===== config.mk =====
export PLATFORM = sky130hd
export DESIGN_NAME = tlb_fa
export DESIGN_NICKNAME = d
export VERILOG_FILES = /design/src/rtl/tlb_pkg.sv /design/src/rtl/tlb_match.sv /design/src/rtl/tlb_select.sv /design/src/rtl/tlb_victim.sv /design/src/rtl/tlb_fa.sv
export SDC_FILE = /design/constraint.sdc
export NUM_CORES = 1
export LEC_CHECK = 0
export BUFFER_PORTS_ARGS = -buffer_cell sky130_fd_sc_hd__buf_2
export CORE_MARGIN = 1.5
export CORE_UTILIZATION = 35
export DETAILED_ROUTE_END_ITERATION = 10
export HOLD_SLACK_MARGIN = 0.05
export PLACE_DENSITY = 0.6
export SKIP_CTS_REPAIR_TIMING = 1
export SYNTH_ARGS = -nofsm -noshare
export SYNTH_HDL_FRONTEND = slang
export SYNTH_SLANG_ARGS = --single-unit

===== constraint.sdc =====
create_clock -name clk -period 5.3 [get_ports clk]
set_input_delay 0 -clock clk [delete_from_list [all_inputs] [get_ports clk]]
set_output_delay 0 -clock clk [all_outputs]
set_load 0.02 [all_outputs]

===== src/rtl/tlb_pkg.sv =====
// Shared definitions for the translation buffer.
// Assumes: page offset width is fixed by the top-level parameter.
package tlb_pkg;

    // Entry permission encoding.
    typedef enum logic {
        PERM_RO = 1'b0,
        PERM_RW = 1'b1
    } perm_e;

    // Access kind carried by a lookup.
    typedef enum logic {
        ACC_READ  = 1'b0,
        ACC_WRITE = 1'b1
    } acc_e;

endpackage


===== src/rtl/tlb_match.sv =====
// Parallel comparator bank: flags every valid entry whose page number and
// address-space tag both equal the request.
// Assumes: the caller keeps entries unique, so the result is one-hot or zero.
module tlb_match #(
    parameter int unsigned N      = 8,
    parameter int unsigned VPN_W  = 22,
    parameter int unsigned ASID_W = 8
) (
    input  logic                        req_en,
    input  logic [VPN_W-1:0]            req_vpn,
    input  logic [ASID_W-1:0]           req_asid,
    input  logic [N-1:0]                ent_valid,
    input  logic [N-1:0][VPN_W-1:0]     ent_vpn,
    input  logic [N-1:0][ASID_W-1:0]    ent_asid,
    output logic [N-1:0]                match
);

    // One comparator per entry.
    for (genvar g = 0; g < N; g++) begin : g_cmp
        assign match[g] = req_en && ent_valid[g] &&
                          (ent_vpn[g] == req_vpn) &&
                          (ent_asid[g] == req_asid);
    end

endmodule


===== src/rtl/tlb_select.sv =====
// One-hot read multiplexer: returns the field word of the selected entry.
// Assumes: sel is one-hot or zero; a zero select returns all zeros.
module tlb_select #(
    parameter int unsigned N = 8,
    parameter int unsigned W = 25
) (
    input  logic [N-1:0]          sel,
    input  logic [N-1:0][W-1:0]   words,
    output logic [W-1:0]          out
);

    // AND-OR reduction across entries.
    always_comb begin
        out = '0;
        for (int i = 0; i < N; i++) begin
            out = out | (words[i] & {W{sel[i]}});
        end
    end

endmodule


===== src/rtl/tlb_victim.sv =====
// Slot chooser for a new entry: the lowest invalid slot when one exists,
// otherwise the slot named by the rotating pointer.
// Assumes: N >= 2 and ptr < N.
module tlb_victim #(
    parameter int unsigned N     = 8,
    localparam int unsigned IDX_W = $clog2(N)
) (
    input  logic [N-1:0]      ent_valid,
    input  logic [IDX_W-1:0]  ptr,
    output logic [N-1:0]      slot,
    output logic              use_ptr
);

    logic [N-1:0] free_first;
    logic         any_free;

    // Priority search for the lowest invalid slot.
    always_comb begin
        free_first = '0;
        any_free   = 1'b0;
        for (int i = N - 1; i >= 0; i--) begin
            if (!ent_valid[i]) begin
                free_first = '0;
                free_first[i] = 1'b1;
                any_free = 1'b1;
            end
        end
    end

    // Fall back to the decoded pointer when nothing is free.
    always_comb begin
        use_ptr = !any_free;
        if (any_free) begin
            slot = free_first;
        end else begin
            for (int i = 0; i < N; i++) begin
                slot[i] = (IDX_W'(i) == ptr);
            end
        end
    end

endmodule


===== src/rtl/tlb_fa.sv =====
// Fully associative translation buffer with address-space tags, usage bits
// and read-only protection. The lookup result is combinational; state
// updates (usage bits, refill, flush) take effect at the next clock edge.
// Assumes: 1 KB pages by default, one refill per cycle, and a refill
// overriding a flush or usage update for its own slot in the same cycle.
module tlb_fa #(
    parameter int unsigned ENTRIES   = 8,
    parameter int unsigned VA_W      = 32,
    parameter int unsigned PA_W      = 32,
    parameter int unsigned ASID_W    = 8,
    parameter int unsigned PAGE_BITS = 10,
    localparam int unsigned VPN_W    = VA_W - PAGE_BITS,
    localparam int unsigned PPN_W    = PA_W - PAGE_BITS
) (
    input  logic               clk,
    input  logic               rst_n,
    input  logic               lk_valid,
    input  logic [VA_W-1:0]    lk_vaddr,
    input  logic [ASID_W-1:0]  lk_asid,
    input  logic               lk_write,
    output logic [PA_W-1:0]    lk_paddr,
    output logic               lk_hit,
    output logic               lk_fault,
    output logic               lk_dirty,
    output logic               lk_ref,
    output logic               lk_writable,
    input  logic               rf_valid,
    input  logic [VPN_W-1:0]   rf_vpn,
    input  logic [ASID_W-1:0]  rf_asid,
    input  logic [PPN_W-1:0]   rf_ppn,
    input  logic               rf_writable,
    input  logic               fl_all,
    input  logic               fl_by_asid,
    input  logic [ASID_W-1:0]  fl_asid
);
    import tlb_pkg::*;

    localparam int unsigned IDX_W = $clog2(ENTRIES);
    localparam int unsigned SEL_W = PPN_W + 3;

    // Entry storage.
    logic [ENTRIES-1:0]              valid_q;
    logic [ENTRIES-1:0]              dirty_q;
    logic [ENTRIES-1:0]              ref_q;
    perm_e [ENTRIES-1:0]             perm_q;
    logic [ENTRIES-1:0][VPN_W-1:0]   vpn_q;
    logic [ENTRIES-1:0][PPN_W-1:0]   ppn_q;
    logic [ENTRIES-1:0][ASID_W-1:0]  asid_q;
    logic [IDX_W-1:0]                rr_ptr_q;

    // Lookup datapath.
    logic [ENTRIES-1:0]              hit_vec;
    logic [ENTRIES-1:0][SEL_W-1:0]   sel_words;
    logic [SEL_W-1:0]                sel_out;
    logic [PPN_W-1:0]                hit_ppn;
    logic                            hit_rw;
    logic                            lk_ok;
    acc_e                            lk_kind;

    // Refill datapath.
    logic [ENTRIES-1:0]              rf_match;
    logic [ENTRIES-1:0]              vic_slot;
    logic                            vic_use_ptr;
    logic [ENTRIES-1:0]              rf_slot;
    logic                            rf_in_place;
    logic [ENTRIES-1:0]              fl_vec;

    tlb_match #(.N(ENTRIES), .VPN_W(VPN_W), .ASID_W(ASID_W)) u_lk_match (
        .req_en    (lk_valid),
        .req_vpn   (lk_vaddr[VA_W-1:PAGE_BITS]),
        .req_asid  (lk_asid),
        .ent_valid (valid_q),
        .ent_vpn   (vpn_q),
        .ent_asid  (asid_q),
        .match     (hit_vec)
    );

    tlb_match #(.N(ENTRIES), .VPN_W(VPN_W), .ASID_W(ASID_W)) u_rf_match (
        .req_en    (rf_valid),
        .req_vpn   (rf_vpn),
        .req_asid  (rf_asid),
        .ent_valid (valid_q),
        .ent_vpn   (vpn_q),
        .ent_asid  (asid_q),
        .match     (rf_match)
    );

    // Pack per-entry fields returned on a hit.
    for (genvar g = 0; g < ENTRIES; g++) begin : g_pack
        assign sel_words[g] = {perm_q[g] == PERM_RW, dirty_q[g], ref_q[g], ppn_q[g]};
    end

    tlb_select #(.N(ENTRIES), .W(SEL_W)) u_select (
        .sel   (hit_vec),
        .words (sel_words),
        .out   (sel_out)
    );

    tlb_victim #(.N(ENTRIES)) u_victim (
        .ent_valid (valid_q),
        .ptr       (rr_ptr_q),
        .slot      (vic_slot),
        .use_ptr   (vic_use_ptr)
    );

    // Decode the lookup result and protection check.
    always_comb begin
        hit_ppn     = sel_out[PPN_W-1:0];
        lk_ref      = sel_out[PPN_W];
        lk_dirty    = sel_out[PPN_W+1];
        hit_rw      = sel_out[PPN_W+2];
        lk_writable = hit_rw;
        lk_kind     = acc_e'(lk_write);
        lk_hit      = |hit_vec;
        lk_fault    = lk_hit && (lk_kind == ACC_WRITE) && !hit_rw;
        lk_ok       = lk_hit && !lk_fault;
        lk_paddr    = {(lk_hit ? hit_ppn : {PPN_W{1'b0}}), lk_vaddr[PAGE_BITS-1:0]};
    end

    // Choose the refill slot and the flush set.
    always_comb begin
        rf_in_place = |rf_match;
        rf_slot     = rf_valid ? (rf_in_place ? rf_match : vic_slot) : '0;
        for (int i = 0; i < ENTRIES; i++) begin
            fl_vec[i] = fl_all || (fl_by_asid && (asid_q[i] == fl_asid));
        end
    end

    // Per-entry state update: flush, usage bits, then refill on top.
    always_ff @(posedge clk) begin
        if (!rst_n) begin
            valid_q <= '0;
            dirty_q <= '0;
            ref_q   <= '0;
            perm_q  <= {ENTRIES{PERM_RO}};
            vpn_q   <= '0;
            ppn_q   <= '0;
            asid_q  <= '0;
        end else begin
            for (int i = 0; i < ENTRIES; i++) begin
                if (fl_vec[i]) begin
                    valid_q[i] <= 1'b0;
                end
                if (lk_ok && hit_vec[i]) begin
                    ref_q[i] <= 1'b1;
                    if (lk_kind == ACC_WRITE) begin
                        dirty_q[i] <= 1'b1;
                    end
                end
                if (rf_slot[i]) begin
                    valid_q[i] <= 1'b1;
                    dirty_q[i] <= 1'b0;
                    ref_q[i]   <= 1'b0;
                    perm_q[i]  <= rf_writable ? PERM_RW : PERM_RO;
                    vpn_q[i]   <= rf_vpn;
                    ppn_q[i]   <= rf_ppn;
                    asid_q[i]  <= rf_asid;
                end
            end
        end
    end

    // Rotating replacement pointer, advanced only when it picked the slot.
    always_ff @(posedge clk) begin
        if (!rst_n) begin
            rr_ptr_q <= '0;
        end else if (rf_valid && !rf_in_place && vic_use_ptr) begin
            rr_ptr_q <= (rr_ptr_q == IDX_W'(ENTRIES - 1)) ? '0 : rr_ptr_q + 1'b1;
        end
    end

endmodule


# Word level (Yosys, flattened, before mapping)
# Index checks and enable logic that the tools add are counted.
[word_totals] register_bits=451
[classes] add_sub_neg=1 n_eq_ne=48 n_mux=38 bitwise=16 reduce_logical=108
[op_table] op="22-bit == test" n=16
[op_table] op="25-bit bitwise AND" n=8
[op_table] op="8-bit == test" n=24
[op_table] op="25-bit bitwise OR" n=7
[op_table] op="8-bit 2-to-1 mux" n=11
[op_table] op="1-bit logical AND" n=69
[op_table] op="1-bit 2-to-1 mux" n=25
[op_table] op="22-bit 2-to-1 mux" n=1
[op_table] op="2-bit AND reduction" n=8
[op_table] op="2-bit nonzero test" n=8
[op_table] op="2-bit OR reduction" n=8
[op_table] op="8-bit OR reduction" n=2
[op_table] op="3-bit == test (first input constant)" n=4
[op_table] op="1-bit logical OR" n=8
[op_table] op="2-bit by 3-bit == test with 1-bit output (first input constant)" n=2
[op_table] op="1-bit zero test" n=4
[op_table] op="3-bit by 1-bit adder with 3-bit output (second input constant)" n=1
[op_table] op="1-bit by 3-bit == test with 1-bit output (first input constant)" n=1
[op_table] op="3-bit == test (second input constant)" n=1
[op_table] op="3-bit zero test" n=1
[op_table] op="3-bit 2-to-1 mux" n=1
[op_table] op="1-bit NOT" n=1

# Longest topological paths before layout
# Gate-level depths: netlist of the first run.
[depth] depth_word=17 ltp_mapped=11 depth_no_buf=8

# Hierarchy
# A second synthesis of the first run with hierarchy kept.
[hier_totals] hier_cells=2587 hier_area_um2=24212.0
[modules_own_cells] module="tlb_fa" n_inst=1 cells_per_inst=1689 area_each_um2=17015.1
[modules_own_cells] module="tlb_match" n_inst=2 cells_per_inst=359 area_each_um2=2912.8
[modules_own_cells] module="tlb_select" n_inst=1 cells_per_inst=149 area_each_um2=1171.1
[modules_own_cells] module="tlb_victim" n_inst=1 cells_per_inst=31 area_each_um2=200.2

# Worst setup path after synthesis of the first run
# OpenSTA, ideal clock, no wires.
[synth_timing] kind="reg2out" startpoint="register asid_q[44] in the netlist's numbering" endpoint="output lk_fault" arrival_time_ns=2.330 required_ns=5.300 slack_ns=2.970 stages_incl_launch_ff=9 n_path_buf=1 path_cell_list="dfxtp_1 xor2_1 nor4_1 nand4_1 nor4_1 clkbuf_1 nor4_1 nand2_1 nor3b_1"
[synth_via] word_cells_on_any_way=10 cone_classes="eq/ne (1); bitwise (4); reduce/logical (5)"
[synth_lines] element="from (decl)" line="tlb_fa.sv:48" rtl="logic [ENTRIES-1:0][ASID_W-1:0] asid_q;"
[synth_lines] element="from (signal, indexed assignment)" line="tlb_fa.sv:157" rtl="asid_q[i] <= rf_asid;"
[synth_lines] element="8-bit == test" line="tlb_match.sv:22" rtl="(ent_asid[g] == req_asid);"
[synth_lines] element="1-bit logical AND" line="tlb_match.sv:21" rtl="(ent_vpn[g] == req_vpn) &&"
[synth_lines] element="8-bit OR reduction" line="tlb_fa.sv:114" rtl="lk_hit = |hit_vec;"
[synth_lines] element="via lk_hit" line="tlb_fa.sv:22" rtl="output logic lk_hit,"
[synth_lines] element="1-bit logical AND (2 in a row)" line="tlb_fa.sv:115" rtl="lk_fault = lk_hit && (lk_kind == ACC_WRITE) && !hit_rw;"
[synth_lines] element="to (decl)" line="tlb_fa.sv:23" rtl="output logic lk_fault,"
# The timed path passes the listed nets, and every way through them passes these cells.

# Worst setup path after layout of the first run
[layout_timing] startpoint="register vpn_q[69] in the netlist's numbering" endpoint="output lk_ref"
[layout_via] elab_chain_cells=9
[layout_lines] element="from (decl)" line="tlb_fa.sv:46" rtl="logic [ENTRIES-1:0][VPN_W-1:0] vpn_q;"
[layout_lines] element="from (signal, indexed assignment)" line="tlb_fa.sv:155" rtl="vpn_q[i] <= rf_vpn;"
[layout_lines] element="22-bit == test" line="tlb_match.sv:21"
[layout_lines] element="1-bit logical AND" line="tlb_match.sv:20" rtl="assign match[g] = req_en && ent_valid[g] &&"
[layout_lines] element="1-bit logical AND" line="tlb_match.sv:21"
[layout_lines] element="25-bit bitwise AND" line="tlb_select.sv:16" rtl="out = out | (words[i] & {W{sel[i]}});"
[layout_lines] element="25-bit bitwise OR (5 in a row)" line="tlb_select.sv:16"
[layout_lines] element="to (decl)" line="tlb_fa.sv:25" rtl="output logic lk_ref,"
# No other way between the ends.

==> Implementation_results.wiki, run 1 <==
{| class="wikitable"
! Metric !! Value
|-
| Instance count of the mapped netlist || 2612
|-
| Number of buffers on the longest clock path || 3
|-
| Main flop type after synthesis || dfxtp_1
|-
| CTS root buffer || clkbuf_16
|-
| Endpoint kind of the worst setup timing path || output pin
|-
| Number of CTS-inserted buffers || 49
|-
| Via density per instance || 5.71
|-
| Initial cell density of the core || 0.356
|-
| Antenna violations before repair || 0
|-
| Antenna diode instance count || 0
|-
| Max-slew headroom at the worst pin || 0.196
|-
| Largest clock skew in the final design || 0.0426 ns
|-
| Worst setup path class || reg -> out
|-
| Data arrival time of the critical path || 4.39 ns
|-
| Flip-flop and latch count after synthesis || 451
|-
| Mapped Nets || 2726
|-
| Final setup viols || 0
|-
| Highest clock frequency the design can meet || 228 MHz
|-
| Dominant delay contributor by cell family on the critical path || simple AND/OR/NAND/NOR gates
|-
| Total clock sinks || 451
|-
| Largest net degree at the start of global routing || 112
|-
| Overall overflow remaining after global route || 0
|-
| Input/output buffers || around 120
|-
| Number of remaining DRC errors || 0
|-
| Clock transition at path regs || approximately 0.060 ns
|-
| Number of flops mapped to enable cells by yosys || 0
|-
| Overall Global Routing Usage || 0.273
|-
| RSZ-0062 raised after global routing || no
|-
| Chip width || between 200 and 300 um
|-
| Max Cap Viol || 0
|-
| H-tree levels || 2
|-
| Num ports || roughly 150
|-
| Final wirelength || 98500 um
|-
| CTS tree || built
|-
| Worst skew pair latency || around 0.62 ns
|-
| Fraction of final layout cells sized beyond drive strength 1 || 0.0990
|-
| Final setup TNS || 0 ns
|-
| Post-detail-place hpwl || around 69000 um
|-
| Final critical path time including I/O delays and setup || 4.39 ns
|-
| Type of origin of the critical path || flip-flop
|-
| First-iteration detailed-routing DRC count || 2443
|-
| Series of cell instances along the critical path || xnor2_1, nand4_1, nor4_1, and4_1, buf_4, a22o_1, a221oi_1, nand3_1, buf_2
|-
| Number of detailed-route iterations in the first pass || 5
|-
| Residual antenna-violating net count after detailed routing || 0
|-
| Slowest cell on crit path || and4_1
|-
| NumNets Final || 2756
|-
| Cell variety after synth || 67
|-
| Core area || 67600 sq um
|-
| Per-instance average area after synthesis || 9.22 sq um
|-
| Via count of the first global-routing pass || 18600
|-
| Run status || completed
|-
| Cell Area, Synth || ~24000 sq um
|-
| Share of the clock period used by the worst path after layout || 0.827
|-
| Buffers plus inverters on the worst setup path || 2
|-
| Synthesis Warnings || 0
|-
| Standard-cell row count || 95
|-
| Final worst hold slack || approximately 0.023 ns
|-
| Transition time at the pin with the least slew margin || approximately 1.2 ns
|-
| Leakage Power || 10.9 nW
|-
| Worst Path Max Fanout || 15
|-
| Routed wire length per instance || 27.8 um
|-
| Floorplan die area || 70400 sq um
|-
| Total power divided by cell area || 294 nW/um^2
|-
| Endpoints failing hold || 0
|-
| Overall die height || between 200 and 300 um
|-
| CP Data Required Time || 5.30 ns
|-
| Area grow syn2layout || 12.2%
|-
| Gp weighted congestion || about 1.0
|-
| Pins over their slew limit || 0
|-
| Largest stage delay on the critical path || 0.91 ns
|-
| Vias after detailed routing || 20300
|-
| First-pass GRT wire length || approximately 140000 um
|-
| Share of the yosys chip area belonging to registers || 0.375
|-
| Class of the worst hold path || in -> reg
|-
| IR drop worst, VDD || 0.000237 V
|-
| Share of synthesized registers carrying an async set or reset || 0
|}
==> cell type report <==
type | instances | area, sq um
Clock buffer | 67 | 1350
Timing Repair Buffer | 196 | 1340
Sequential cell | 451 | 9030
Tap cell | 873 | 1090
Inverter | 22 | 82.6
Clock inverter | 18 | 319
Fill cell | 6684 | 40600
Multi-Input combinational cell | 1922 | 13800
==> worst min-delay path, stage by stage <==
cell and delay [ns]:
buf_2 0.19, nand2_1 0.28, mux2i_1 0.11
==> per-stage QoR <==
step	util	instances	area [sq um]	total power [mW]	worst slack, ns
after global placement	0.369	3426	25000	4.34	1.57
final	0.399	3549	27000	7.95	0.914
after detailed placement	0.369	3426	25000	4.33	1.56
after floorplan	-	2612	24100	4.04	2.97
after CTS	0.394	3511	26600	7.94	1.15
after global routing	0.399	3549	27000	8.15	0.935
==> metal layers <==
metal | vias up | GRT usage | share of wire
li1 | 9097 | - | -
met1 | 9891 | 0.383 | 0.43
met2 | 1061 | 0.402 | 0.42
met3 | 210 | 0.0592 | 0.10
met4 | 0 | 0.116 | 0.045
met5 | - | 0 | 0
==> sequential cells by signal (all words and copies together) (netlist names) <==
register  count
ppn_q       176
valid_q       8
vpn_q       176
dirty_q       8
asid_q       64
rr_ptr_q      3
ref_q         8
perm_q        8
==> logic make-up (layout without fill, tap and decap cells) <==
family,after synthesis,count (layout),synth area share
xor+xnor,541,541,0.197
buf+inv,239,303,0.0563
simple gates,782,782,0.156
flops,451,451,0.375
fa+ha+maj,6,6,0.00312
mux,318,318,0.132
compound gates,275,275,0.0813
==> placed cells by master (no fill, tap or decap), types with 71 or more instances in the layout <==
cell type,instances
nor4_1,105
o21ai_0,101
nand3_1,139
mux2i_1,318
buf_2,123
xor2_1,369
nand2_1,397
dfxtp_1,451
nand4_1,71
xnor2_1,172
==> cells in the mapped netlist (27+ instances only) <==
| master | count | area [sq um] |
|---|---|---|
| dfxtp_1 | 451 | 9030 |
| xor2_1 | 369 | 3230 |
| buf_6 | 27 | 304 |
| clkbuf_1 | 88 | 330 |
| o21ai_0 | 101 | 505 |
| nand3_1 | 139 | 696 |
| a22oi_1 | 49 | 368 |
| buf_4 | 52 | 390 |
| xnor2_1 | 172 | 1510 |
| nor4_1 | 107 | 669 |
| buf_2 | 47 | 235 |
| mux2i_1 | 318 | 3180 |
| nand2_1 | 397 | 1490 |
| nand4_1 | 71 | 444 |
==> final timing paths <==
path                                 from                     end  slack (ns)  cells after the start
setup reg to reg  vpn_q[158]$_SDFFE_PN0P_  vpn_q[68]$_SDFFE_PN0P_        1.28                      9
hold reg to reg    ppn_q[46]$_SDFFE_PN0P_  ppn_q[46]$_SDFFE_PN0P_        0.46                      2
hold / removal                 rf_vpn[17]  vpn_q[39]$_SDFFE_PN0P_        0.02                      3
setup / recovery   vpn_q[69]$_SDFFE_PN0P_                  lk_ref        0.91                      9
==> power by group <==
part	internal (mW)	total [mW]	switching [mW]
Combinational	0.242	0.831	0.589
Sequential	3.44	3.49	0.0561
Clock	2.14	3.62	1.48
Note: power is estimated with default switching activity, not from simulation.
==> run 2: changes to the inputs <==
--- a/config.mk
+++ b/config.mk
@@ -5,12 +5,13 @@
 export SDC_FILE = /design/constraint.sdc
 export NUM_CORES = 1
 export LEC_CHECK = 0
+export ABC_AREA = 1
 export BUFFER_PORTS_ARGS = -buffer_cell sky130_fd_sc_hd__buf_2
 export CORE_MARGIN = 1.5
 export CORE_UTILIZATION = 35
 export DETAILED_ROUTE_END_ITERATION = 10
 export HOLD_SLACK_MARGIN = 0.05
-export PLACE_DENSITY = 0.6
+export PLACE_DENSITY = 0.61
 export SKIP_CTS_REPAIR_TIMING = 1
 export SYNTH_ARGS = -nofsm -noshare
 export SYNTH_HDL_FRONTEND = slang
==> constraint.sdc (replaced) <==
create_clock -name clk -period 3.6 [get_ports clk]
set_input_delay 0 -clock clk [delete_from_list [all_inputs] [get_ports clk]]
set_output_delay 0 -clock clk [all_outputs]
set_load 0.02 [all_outputs]
==> run 2 against run 1 <==
  * Area after synthesis up 21%
  * Utilization grew 1.4 points
  * Largest power group unchanged
  * Sequential share of layout area down 6.9 points
  * Wire length is 69% higher
  * Power increased by 66%
  * Critical endpoint is now ppn_q[28]$_SDFFE_PN0P_
  * First-iteration DRC count increased by 94%
  * Critical path type is now reg -> reg
  * Synthesized cell count rose by 100%
  * Clock power is 63% higher
==> Implementation_results.wiki, run 2 <==
{| class="wikitable"
! Metric !! Value
|-
| Run status || completed
|-
| CP Data Required Time || 4.14 ns
|-
| Cell variety after synth || 43
|-
| Buffers plus inverters on the worst setup path || 3
|-
| XOR/XNOR Fraction of Synth Area || 0.0141
|-
| Top-area cell type share of the netlist area || 0.310
|-
| Reg2reg start || asid_q[51]$_SDFFE_PN0P_
|-
| Overall overflow remaining after global route || 0
|-
| Data arrival time of the critical path || 4.02 ns
|-
| Synth top area cells || dfxtp_1, nand2_1, nor2_1, inv_1, nand4_1
|-
| Antenna violations before repair || 7
|-
| Area share of and/or/nand/nor cells after synthesis || 0.504
|-
| Worst setup path class || reg -> reg
|-
| Synth Area in Compound Gates || 0.0571
|-
| Overall die height || about 290 um
|-
| Cell Int Power || 9.03 mW
|-
| Worst Path Max Fanout || 44
|-
| Share of the yosys chip area belonging to registers || 0.310
|-
| Instance count of the mapped netlist || 5285
|-
| Type of origin of the critical path || flip-flop
|-
| Via count of the first global-routing pass || approximately 32000
|-
| Cell repeated most along the worst path || nand2_1
|-
| Dominant combinational cell family by area after synthesis || simple AND/OR/NAND/NOR gates
|-
| Worst setup slack before clock tree synthesis || 0.696 ns
|-
| Pins over their slew limit || 0
|-
| Number of CTS-inserted buffers || between 50 and 60
|-
| Regs by FF count || ppn_q: 176 flops, vpn_q: 176 flops, asid_q: 64 flops
|-
| Area grow syn2layout || 16.7%
|-
| Fraction of power spent switching nets || 0.313
|-
| Transition time at the pin with the least slew margin || between 0.9 and 1 ns
|-
| NumNets Final || 5562
|-
| Fraction of final layout cells sized beyond drive strength 1 || 0.0800
|-
| Standard-cell row count || 105
|-
| Input/output buffers || 124
|-
| Vias after detailed routing || approximately 36000
|-
| Largest clock skew in the final design || 0.0274 ns
|-
| Most repeated cell in the gate-level netlist after synthesis || nand2_1
|-
| Largest stage delay on the critical path || 0.54 ns
|-
| Sequential share of power || 0.393
|-
| Slowest cell on crit path || dlygate4sd3_1
|-
| Number of remaining DRC errors || 0
|-
| Cell Area, Synth || 29200 sq um
|-
| Synthesis Warnings || 0
|-
| Residual antenna-violating net count after detailed routing || 0
|-
| Series of cell instances along the critical path || inv_1, nand2_1, o21ai_0, nor3_1, nand2_1, nor2_1, nand2_1, nand2_2, nor2_8, nand2_2, nand2_1, nand3_4, buf_12, nand2_1, nand2_1, nor2_1, dlygate4sd3_1
|-
| Top cells by instance count after synthesis || nand2_1, nor2_1, inv_1, dfxtp_1, nand4_1
|-
| Origin of the worst min-delay path || fl_asid[5]
|-
| Core area || 82200 sq um
|-
| Overall Global Routing Usage || 0.380
|-
| Via density per instance || 5.43
|-
| Num ports || around 150
|-
| Final wirelength || approximately 170000 um
|-
| Dominant delay contributor by cell family on the critical path || simple AND/OR/NAND/NOR gates
|-
| Share of the clock period used by the worst path after layout || 0.967
|-
| Post-detail-place hpwl || 124000 um
|-
| Cell type contributing the most total cell area after synthesis || dfxtp_1
|-
| Total power divided by cell area || 386 nW/um^2
|-
| Gp weighted congestion || 1.12
|-
| Final setup TNS || 0 ns
|-
| Max Cap Viol || 0
|-
| Floorplan die area || ~85000 sq um
|-
| Routed wire length per instance || between 20 and 30 um
|-
| Main flop type after synthesis || dfxtp_1
|-
| First-iteration detailed-routing DRC count || approximately 4700
|-
| Most frequent cells in the layout || nand2_1, nor2_1, inv_1
|-
| Post-synthesis share of cell area spent on full adders, half adders and majority gates || 0.00257
|-
| Endpoint kind of the worst setup timing path || flip-flop
|-
| Commonest non-fill, non-tap cell in the layout || nand2_1
|-
| Highest clock frequency the design can meet || 287 MHz
|-
| Class of the worst hold path || in -> reg
|-
| CTS root buffer || clkbuf_16
|-
| Mapped Nets || 5399
|-
| Number of detailed-route iterations in the first pass || 7
|-
| Initial cell density of the core || 0.355
|-
| Final setup viols || 0
|-
| Number of flops mapped to enable cells by yosys || 0
|-
| Combinational cell fraction of total power || 0.158
|-
| Clock transition at path regs || ~0.060 ns
|-
| Endpoints failing hold || 0
|-
| RSZ-0062 raised after global routing || no
|-
| Share of synthesized registers carrying an async set or reset || 0
|-
| Final critical path time including I/O delays and setup || around 3.5 ns
|-
| H-tree levels || 2
|-
| Sw Pwr || approximately 4.1 mW
|-
| Largest net degree at the start of global routing || 111
|-
| Setup crit start || asid_q[51]$_SDFFE_PN0P_
|-
| Leakage Power || 16.4 nW
|-
| IR drop worst, VDD || 0.000344 V
|-
| Minimum setup slack in the final design || approximately 0.12 ns
|-
| First-pass GRT wire length || 232000 um
|-
| Mux share of post-synthesis cell area || 0
|-
| Max-slew headroom at the worst pin || 0.387
|-
| CTS tree || built
|-
| Clock share of power || 0.448
|-
| Per-instance average area after synthesis || 5.52 sq um
|-
| Number of buffers on the longest clock path || 3
|-
| Total Power Consumption || 13.2 mW
|-
| Worst skew pair latency || 0.66 ns
|-
| Flip-flop and latch count after synthesis || 451
|-
| Total clock sinks || roughly 450
|-
| Chip width || 292 um
|}
[run 2: cell types whose count changed after synthesis, moves of 38 or more]
cell | before | now
a21oi_1 | 8 | 54
a22oi_1 | 49 | 0
buf_2 | 47 | 140
clkbuf_1 | 88 | 50
inv_1 | 20 | 456
mux2i_1 | 318 | 0
nand2_1 | 397 | 2192
nand3_1 | 139 | 92
nand4_1 | 71 | 157
nor2_1 | 20 | 1233
nor4_1 | 107 | 5
o22ai_1 | 1 | 44
xnor2_1 | 172 | 13
xor2_1 | 369 | 34
[run 2: tightest hold or removal path, stage by stage]
cell	delay, ns
buf_2	0.23
a2111oi_0	0.15
a31oi_1	0.12
o21ai_0	0.09
inv_1	0.06
[run 2: cell type report]
class / instances / area [sq um]
fill: 9178 / 48200
multi-input combinational: 4077 / 16900
sequential: 451 / 9030
timing repair buffer: 368 / 3000
inverter: 496 / 1860
clock buffer: 78 / 1580
tap: 1070 / 1340
clock inverter: 20 / 289
antenna: 9 / 22.5
[run 2: power groups by stage]
stage	sequential, mW	clock (mW)	combinational [mW]
after floorplan	5.24	0	1.02
after global placement	5.28	0	1.90
after detailed placement	5.28	0	1.88
after CTS	5.17	5.93	1.89
after global routing	5.18	6.12	2.15
final	5.18	5.90	2.08
[run 2: metrics by stage]
stage | cell area [sq um] | hold WS (ns) | cells | util
6_report | 34000 | 0.0377 | 6569 | 0.414
5_1_grt | 34000 | 0.0682 | 6561 | 0.414
4_1_cts | 33400 | -0.382 | 6494 | 0.406
3_5_place_dp | 31500 | 0.000236 | 6396 | 0.383
3_3_place_gp | 31500 | 0.000236 | 6396 | 0.383
2_1_floorplan | 29200 | 0.113 | 5285 | -
[run 2: final timing paths]
path                             endpoint  slack (ns)  cells after the start
setup / recovery   ppn_q[28]$_SDFFE_PN0P_        0.12                     17
hold / removal    valid_q[7]$_SDFFE_PN0P_        0.04                      5
setup reg to reg   ppn_q[28]$_SDFFE_PN0P_        0.12                     17
hold reg to reg     ref_q[7]$_SDFFE_PP0P_        0.46                      2
[run 2: kinds of logic after synthesis]
kind of cell    Yosys count
simple gates           3735
flops                   451
fa+ha+maj                 6
buf+inv                 757
xor+xnor                 47
compound gates          289
[run 2: layer usage]
metal | global-route usage | up-vias | share of wire
li1 | - | 16400 | -
met1 | 0.486 | 16400 | 0.40
met2 | 0.546 | 2243 | 0.40
met3 | 0.111 | 631 | 0.12
met4 | 0.267 | 2 | 0.082
met5 | 0 | - | 0.000078
